**src/rtl/sync_aligner_pkg.sv**
```systemverilog
package sync_aligner_pkg;

   // Lock state of the aligner
   typedef enum logic {
      ST_SEARCH = 1'b0,
      ST_LOCKED = 1'b1
   } align_state_e;

   // Variants of the slice selector
   localparam int SEL_STYLE_MUX   = 0;  // flat N:1 multiplexer over all slices
   localparam int SEL_STYLE_SHIFT = 1;  // logarithmic right shifter

endpackage

```
**src/rtl/sa_window_matcher.sv**
```systemverilog
// Compares every WORD_W-bit slice of the search window with the marker.
// Slice o covers win_i[o+WORD_W-1 : o]; o = WORD_W-1 is the previous word.
module sa_window_matcher #(
   parameter int WORD_W = 32,
   parameter logic [WORD_W-1:0] SYNC_WORD = {1'b0, {(WORD_W-1){1'b1}}},
   localparam int WIN_W = 2*WORD_W - 1
) (
   input  logic [WIN_W-1:0]  win_i,
   output logic [WORD_W-1:0] hit_o
);

   if (WORD_W < 4) begin : g_bad_width
      $error("sa_window_matcher: WORD_W must be at least 4");
   end

   for (genvar o = 0; o < WORD_W; o++) begin : g_cmp
      assign hit_o[o] = (win_i[o+WORD_W-1 -: WORD_W] == SYNC_WORD);
   end

endmodule

```
**src/rtl/sa_lowest_hit.sv**
```systemverilog
// Priority encoder: reports the lowest set position of hit_i.
module sa_lowest_hit #(
   parameter int N = 32,
   localparam int IDX_W = (N > 1) ? $clog2(N) : 1
) (
   input  logic [N-1:0]     hit_i,
   output logic             found_o,
   output logic [IDX_W-1:0] idx_o
);

   if (N < 2) begin : g_bad_n
      $error("sa_lowest_hit: N must be at least 2");
   end

   always_comb begin
      found_o = 1'b0;
      idx_o   = '0;
      for (int i = N-1; i >= 0; i--) begin
         if (hit_i[i]) begin
            found_o = 1'b1;
            idx_o   = IDX_W'(i);
         end
      end
   end

   // Contract: the reported index is a set bit and no lower bit is set
   always_comb begin
      if (found_o) begin
         assert_lowest_is_set_R2: assert (hit_i[idx_o]);
      end
   end

endmodule

```
**src/rtl/sa_slice_select.sv**
```systemverilog
// Extracts the WORD_W-bit slice of the window that starts at offset off_i.
module sa_slice_select #(
   parameter int WORD_W    = 32,
   parameter int SEL_STYLE = sync_aligner_pkg::SEL_STYLE_SHIFT,
   localparam int WIN_W = 2*WORD_W - 1,
   localparam int OFF_W = $clog2(WORD_W)
) (
   input  logic [WIN_W-1:0]  win_i,
   input  logic [OFF_W-1:0]  off_i,
   output logic [WORD_W-1:0] slice_o
);

   if ((WORD_W & (WORD_W - 1)) != 0) begin : g_bad_width
      $error("sa_slice_select: WORD_W must be a power of two");
   end

   if (SEL_STYLE == sync_aligner_pkg::SEL_STYLE_MUX) begin : g_mux
      logic [WORD_W-1:0] cand [WORD_W];
      for (genvar o = 0; o < WORD_W; o++) begin : g_cand
         assign cand[o] = win_i[o+WORD_W-1 -: WORD_W];
      end
      assign slice_o = cand[off_i];
   end else if (SEL_STYLE == sync_aligner_pkg::SEL_STYLE_SHIFT) begin : g_shift
      logic [WIN_W-1:0] stg [OFF_W+1];
      assign stg[0] = win_i;
      for (genvar b = 0; b < OFF_W; b++) begin : g_stage
         assign stg[b+1] = off_i[b] ? (stg[b] >> (1 << b)) : stg[b];
      end
      assign slice_o = WORD_W'(stg[OFF_W]);
   end else begin : g_bad_style
      $error("sa_slice_select: unknown SEL_STYLE");
   end

endmodule

```
**src/rtl/sync_aligner.sv**
```systemverilog
// Unaligned sync detector and word aligner.
module sync_aligner #(
   parameter int WORD_W    = 32,
   parameter logic [WORD_W-1:0] SYNC_WORD = {1'b0, {(WORD_W-1){1'b1}}},
   parameter int SEL_STYLE = sync_aligner_pkg::SEL_STYLE_SHIFT
) (
   input  logic              clk_i,
   input  logic              rst_i,
   input  logic              resync_i,
   input  logic [WORD_W-1:0] word_i,
   output logic [WORD_W-1:0] word_o,
   output logic              word_valid_o
);

   import sync_aligner_pkg::*;

   localparam int OFF_W = $clog2(WORD_W);
   localparam int WIN_W = 2*WORD_W - 1;

   if (WORD_W < 4 || (WORD_W & (WORD_W - 1)) != 0) begin : g_bad_width
      $error("sync_aligner: WORD_W must be a power of two, at least 4");
   end
   if (SYNC_WORD[WORD_W-1] != 1'b0) begin : g_bad_sync
      $error("sync_aligner: marker must start with its zero bit");
   end

   // ---------------------------------------------------------------
   // History and search window
   // ---------------------------------------------------------------
   logic [WORD_W-1:0] prev_q;
   logic              primed_q;      // prev_q holds a real word
   align_state_e      state_q;
   logic [OFF_W-1:0]  off_q;
   logic [WIN_W-1:0]  win;

   // Bit 0 of the current word is never the top of a marker slice here
   assign win = {prev_q, word_i[WORD_W-1:1]};

   // ---------------------------------------------------------------
   // Parallel offset search
   // ---------------------------------------------------------------
   logic [WORD_W-1:0] hit_raw;
   logic [WORD_W-1:0] hit_use;
   logic              hit_found;
   logic [OFF_W-1:0]  hit_idx;

   sa_window_matcher #(
      .WORD_W    (WORD_W),
      .SYNC_WORD (SYNC_WORD)
   ) u_match (
      .win_i (win),
      .hit_o (hit_raw)
   );

   assign hit_use = primed_q ? hit_raw : '0;

   sa_lowest_hit #(
      .N (WORD_W)
   ) u_prio (
      .hit_i   (hit_use),
      .found_o (hit_found),
      .idx_o   (hit_idx)
   );

   // ---------------------------------------------------------------
   // Realignment
   // ---------------------------------------------------------------
   logic [WORD_W-1:0] slice;

   sa_slice_select #(
      .WORD_W    (WORD_W),
      .SEL_STYLE (SEL_STYLE)
   ) u_sel (
      .win_i   (win),
      .off_i   (off_q),
      .slice_o (slice)
   );

   // ---------------------------------------------------------------
   // State and output registers
   // ---------------------------------------------------------------
   always_ff @(posedge clk_i) begin
      if (rst_i) begin
         prev_q       <= '0;
         primed_q     <= 1'b0;
         state_q      <= ST_SEARCH;
         off_q        <= '0;
         word_o       <= '0;
         word_valid_o <= 1'b0;
      end else begin
         prev_q   <= word_i;
         primed_q <= 1'b1;
         if (resync_i) begin
            state_q      <= ST_SEARCH;
            word_valid_o <= 1'b0;
         end else begin
            unique case (state_q)
               ST_SEARCH: begin
                  word_valid_o <= 1'b0;
                  if (hit_found) begin
                     state_q <= ST_LOCKED;
                     off_q   <= hit_idx;
                  end
               end
               ST_LOCKED: begin
                  word_valid_o <= 1'b1;
                  word_o       <= slice;
               end
               default: begin
                  state_q      <= ST_SEARCH;
                  word_valid_o <= 1'b0;
               end
            endcase
         end
      end
   end

   // ---------------------------------------------------------------
   // Assertions
   // ---------------------------------------------------------------
   assert_resync_drops_valid_R6: assert property (
      @(posedge clk_i) disable iff (rst_i)
      resync_i |=> !word_valid_o);

   assert_resync_wins_R7: assert property (
      @(posedge clk_i) disable iff (rst_i)
      resync_i |=> (state_q == ST_SEARCH));

   assert_lock_keeps_streaming_R5: assert property (
      @(posedge clk_i) disable iff (rst_i)
      (word_valid_o && !resync_i) |=> word_valid_o);

   assert_offset_held_R5: assert property (
      @(posedge clk_i) disable iff (rst_i)
      (state_q == ST_LOCKED && !resync_i) |=> (state_q == ST_LOCKED && $stable(off_q)));

   assert_no_cold_match_R8: assert property (
      @(posedge clk_i) disable iff (rst_i)
      !primed_q |=> (state_q == ST_SEARCH));

   assert_valid_follows_lock_R4: assert property (
      @(posedge clk_i) disable iff (rst_i)
      $rose(word_valid_o) |-> ($past(state_q) == ST_LOCKED && $past(state_q, 2) == ST_SEARCH));

endmodule

```
**config.mk**
```make
export PLATFORM = sky130hd
export DESIGN_NAME = sync_aligner
export DESIGN_NICKNAME = d
export VERILOG_FILES = /design/src/rtl/sync_aligner_pkg.sv /design/src/rtl/sa_window_matcher.sv /design/src/rtl/sa_lowest_hit.sv /design/src/rtl/sa_slice_select.sv /design/src/rtl/sync_aligner.sv
export SDC_FILE = /design/constraint.sdc
export NUM_CORES = 1
export LEC_CHECK = 0
export ABC_AREA = 1
export BUFFER_PORTS_ARGS = -buffer_cell sky130_fd_sc_hd__buf_2
export CORE_UTILIZATION = 55
export CTS_CLUSTER_SIZE = 28
export DETAILED_ROUTE_END_ITERATION = 8
export PLACE_DENSITY = 0.88
export SETUP_SLACK_MARGIN = 0.02
export SYNTH_ARGS = -nofsm -noshare
export SYNTH_HDL_FRONTEND = slang
export SYNTH_SLANG_ARGS = --single-unit
```
**constraint.sdc**
```tcl
create_clock -name clk_i -period 2.1 [get_ports clk_i]
set_clock_uncertainty 0.2 [all_clocks]
set_input_delay 0.105 -clock clk_i [delete_from_list [all_inputs] [get_ports clk_i]]
set_output_delay 0.105 -clock clk_i [all_outputs]
set_load 0.02 [all_outputs]
```
==> results of run 1 <==
logic make-up after synthesis:
group / count (synthesis) / share of synthesized area [%]
mux: 65 / 10.29
simple gates: 491 / 33.95
flops: 72 / 22.79
compound gates: 235 / 21.33
buf+inv: 189 / 11.63
layer usage:
metal / track usage, % / GRT overflow
met5: 22.77 / 0
met4: 68.57 / 8
met3: 58.64 / 0
met2: 89.13 / 7
met1: 76.84 / 1
cells in the mapped netlist (all sizes together), types with 7 or more instances:
master / count
o211ai: 23
nand3: 66
nor3: 34
nor4: 7
mux2i: 65
nor2: 110
nand2: 244
o21ai: 139
buf: 23
a21oi: 44
nand4: 23
clkbuf: 38
o221ai: 14
dfxtp: 72
inv: 123
through the flow:
stage | utilization (%) | setup TNS (ps) | hold slack [ps] | setup WS [ps]
CTS | 82.72 | -418.0 | 5.104 | -100.4
detailed placement | 72.53 | -5190 | 137.3 | -276.3
global placement | 72.53 | -3631 | 122.6 | -254.6
floorplan | - | 0 | 11.97 | 101.1
timing repair:
| item | CTS |
|---|---|
| gates resized for setup | 178 |
| endpoints found under the setup margin | 38 |
| pin swaps | 33 |
| hold buffers | 27 |
| buffers inserted | 14 |
| cloned | 1 |
| hold endpoints to repair | 28 |
==> results.json, run 1 <==
{
  "synth.area.top_cells": "dfxtp_1 (23%), nand2_1 (14%), o21ai_0 (11%)",
  "routabilityCongestion": 1.080,
  "synth_nets": 1087,
  "grt_max_degree": 49,
  "ys_warn_count": 0,
  "die_x_um": 109.2,
  "synth_top_area_share_pct": 22.79,
  "synth_area_per_cell_um2": 6.011,
  "cts_root_buf": "clkbuf_16",
  "crit_endpoint": "off_q[3]$_SDFFE_PP0P_/D",
  "yosys.area.top_type": "dfxtp_1",
  "ys_types": 42,
  "dp_hpwl_um": 19170,
  "timing.worst_endpoint.kind": "register data pin",
  "syn_inst": 1052,
  "numCtsBuffers": 9,
  "yosysSeqAreaShare_pct": 22.79,
  "clock_sinks": 72,
  "status": "aborted with a tool error",
  "die_h_um": 109.2,
  "start_util_pct": 57.33,
  "track_usage_pct": 73.82,
  "rows": 38,
  "grt-ovfl-total": 16,
  "async_flop_share_pct": 0,
  "haltStage": "global routing (5_1_grt)",
  "synth_edf_count": 0,
  "place_area_um2": 8000,
  "ctsHtreeMaxLevel": 3,
  "dp_cells": 1380,
  "error": "[ERROR GRT-0232] Routing congestion too high. Check the congestion heatmap in the GUI.",
  "ios": 68,
  "port_buffers": 67,
  "synth_area_um2": 6324,
  "synth_ff_type": "dfxtp_1",
  "clockBufferDepth": 2,
  "yosys_register_bits": 72
}
==> inputs of run 2 (changes only) <==
--- a/config.mk
+++ b/config.mk
@@ -7,11 +7,9 @@
 export LEC_CHECK = 0
 export ABC_AREA = 1
 export BUFFER_PORTS_ARGS = -buffer_cell sky130_fd_sc_hd__buf_2
-export CORE_UTILIZATION = 55
-export CTS_CLUSTER_SIZE = 28
+export CORE_UTILIZATION = 40
 export DETAILED_ROUTE_END_ITERATION = 8
-export PLACE_DENSITY = 0.88
-export SETUP_SLACK_MARGIN = 0.02
+export PLACE_DENSITY_LB_ADDON = 0.15
 export SYNTH_ARGS = -nofsm -noshare
 export SYNTH_HDL_FRONTEND = slang
 export SYNTH_SLANG_ARGS = --single-unit
==> constraint.sdc (replaced) <==
create_clock -name clk_i -period 2.75 [get_ports clk_i]
set_clock_uncertainty 0.2 [all_clocks]
set_input_delay 0.1375 -clock clk_i [delete_from_list [all_inputs] [get_ports clk_i]]
set_output_delay 0.1375 -clock clk_i [all_outputs]
set_load 0.02 [all_outputs]
==> results.json, run 2 <==
{
  "status": "complete, no violations",
  "ys_types": 42,
  "cts_tree": "done",
  "avgViaCountPerCell": 5.584,
  "p_leak_nw": 3.657,
  "yosysMostFrequentCell": "nand2_1",
  "hold_class": "in -> reg",
  "whs_path_depth": 3,
  "yosys.area.top_type": "dfxtp_1",
  "rr_startpoint": "off_q[0]$_SDFFE_PP0P_",
  "yosys_register_bits": 72,
  "period_needed_ps": 2592,
  "diodes": 0,
  "ctsHtreeMaxLevel": 3,
  "grt_pass1_vias": 7071,
  "drt_iter0_markers": 723,
  "period_share_pct": 94.26,
  "start_util_pct": 41.29,
  "arrival_ps": 2610,
  "crit_type": "in -> reg",
  "drt_wl_total_um": 25340,
  "synth_area_per_cell_um2": 6.011,
  "drc_errors": 0,
  "max-cap-violations": 0,
  "intPower_w": 0.002121,
  "synth_common_cells": "nand2_1 (239), o21ai_0 (135), inv_1 (121), nor2_1 (100), dfxtp_1 (72)",
  "r2r-end": "word_o[3]$_SDFFE_PP0P_",
  "die-area_um2": 16320,
  "synth_area_um2": 6324,
  "clkTransAtPathRegs_ps": 60,
  "synth_top_area_share_pct": 22.79,
  "grt_antenna_before_repair": 0,
  "clock_sinks": 72,
  "final_common_cell": "nand2_1",
  "pwr_density_cell_nw_per_um2": 379.3,
  "antenna_left": 0,
  "rows": 45,
  "power_frac_seq_pct": 38.2,
  "die_x_um": 127.7,
  "r2r_slack_ps": 250,
  "irDropWorstVdd_uv": 327.1,
  "routabilityCongestion": 0.9698,
  "cp.required_ps": 2770,
  "startpoint": "word_i[23]",
  "syn2layout_area_growth_pct": 21.23,
  "fmax_mhz": 385.8,
  "synth_edf_count": 0,
  "endpoint_kind": "flop",
  "die_h_um": 127.7,
  "hold_violations": 0,
  "numCtsBuffers": 9,
  "cts_root_buf": "clkbuf_16",
  "track_usage_pct": 32.00,
  "rsz0062_at_grt": "false",
  "clockBufferDepth": 2,
  "grt-ovfl-total": 0,
  "ys_warn_count": 0,
  "start_kind": "input pin",
  "pwr-share-clk_pct": 47.9,
  "whs_ps": 9.929,
  "reg2regPathDepth": 10,
  "swShare_pct": 27.05,
  "yosysSeqAreaShare_pct": 22.79,
  "cp_max_fo": 7,
  "dp_hpwl_um": 20180,
  "finalSetupViolations": 0,
  "firstDrtPassIters": 5,
  "synth_ff_type": "dfxtp_1",
  "grt_max_degree": 50,
  "tns_ps": 0,
  "pwr-share-comb_pct": 13.8,
  "worstMarginPinSlew_ps": 819.3,
  "synth_nets": 1087,
  "port_buffers": 67,
  "fill_cells": 1667,
  "slew_violations": 0,
  "post_drt_wl_per_cell_um": 18.74,
  "grt_first_pass_wirelength_um": 39610,
  "cts_setup_buffers": 0,
  "power.switching_w": 0.0007865,
  "worstSkewPairLatency_ps": 340,
  "slew-limit-headroom_pct": 45.32,
  "drive_gt1_share_pct": 13.67,
  "cp-endpoint": "off_q[3]$_SDFFE_PP0P_",
  "reg_top3": "prev_q (32), word_o (32), off_q (5)",
  "syn_inst": 1052,
  "synth.area.top_cells": "dfxtp_1 (23%), nand2_1 (14%), o21ai_0 (11%)",
  "layout_common_cells": "nand2_1 (239), o21ai_0 (134), inv_1 (121)",
  "nets": 1171,
  "async_flop_share_pct": 0,
  "core_area_um2": 15310,
  "vias": 7550,
  "ios": 68
}
==> run 2: cell counts after synthesis <==
No cell type changed its count.
==> run 2: worst min path at each step <==
| stage | start | endpoint |
|---|---|---|
| after global placement | word_i[0] | prev_q[0]$_SDFF_PP0_ |
| final | word_i[29] | prev_q[29]$_SDFF_PP0_ |
| after CTS | word_i[29] | prev_q[29]$_SDFF_PP0_ |
| after detailed placement | word_i[0] | prev_q[0]$_SDFF_PP0_ |
| after floorplan | word_i[0] | prev_q[0]$_SDFF_PP0_ |
| after global routing | word_i[29] | prev_q[29]$_SDFF_PP0_ |
==> run 2: per-layer routing <==
layer	GRT usage [%]	wire [um]	vias to the layer above
li1	-	-	3709
met1	45.55	11620	3514
met2	50.74	11410	291
met3	3.422	1732	36
met4	9.619	575	0
met5	0	0	-
==> run 2: power groups by stage <==
stage	logic (W)	registers, W	clock network [W]
finish	0.000402	0.00111	0.00139
global route	0.000441	0.00111	0.00145
CTS	0.000392	0.00111	0.00141
detailed placement	0.000357	0.00113	0
global placement	0.000361	0.00113	0
floorplan	0.000197	0.00112	0
==> run 2: cells by family (layout without fill, tap and decap cells) <==
logic type / count (synthesis) / in the layout / share of synthesized area [%]
multiplexers: 65 / 65 / 10.29
flip-flops: 72 / 72 / 22.79
AND/OR/NAND/NOR: 491 / 491 / 33.95
AO/OA/AOI/OAI: 235 / 235 / 21.33
buffers and inverters: 189 / 278 / 11.63
==> run 2: cell type report <==
cell class                      instances  area [um^2]  area share (%)
Sequential cell                        72         1444           18.83
Clock buffer                           10        239.0           3.117
Clock inverter                          6        115.1           1.502
Inverter                              128        481.7           6.284
Timing Repair Buffer                  134        965.9           12.60
Multi-Input combinational cell        791         4156           54.22
Tap cell                              211        264.0           3.444
==> run 2: per-stage QoR <==
stage	total power [W]	cell area (um^2)	utilization, %	std cells	setup slack [ps]
2_1_floorplan	0.001312	6324	-	1052	751.1
3_3_place_gp	0.001496	6993	45.66	1305	167.8
3_5_place_dp	0.001491	6993	45.66	1305	138.1
4_1_cts	0.002915	7657	50.00	1352	123.8
5_1_grt	0.003002	7666	50.06	1352	0.09770
6_report	0.002907	7666	50.06	1352	157.8
==> run 2: worst max-delay path, stage by stage <==
cell,delay (ps)
dlygate4sd3_1,530
buf_2,170
nand2_1,160
nor3_2,220
inv_1,120
nor3_2,300
nand3_1,190
o21ai_0,150
nor2_2,70
nand2_1,80
nor2_1,60
nand3_2,100
nand2_4,100
clkinv_2,70
nand2_1,40
nand2_1,60
a21oi_1,50
==> run 2: repair_timing <==
| item | 4_1_cts | 5_1_grt |
|---|---|---|
| setup endpoints to repair | 0 | 6 |
| hold buffers | 31 | 0 |
| resized for setup | 0 | 4 |
| endpoints found under the hold margin | 31 | 0 |
Note: power is estimated with default switching activity, not from simulation.
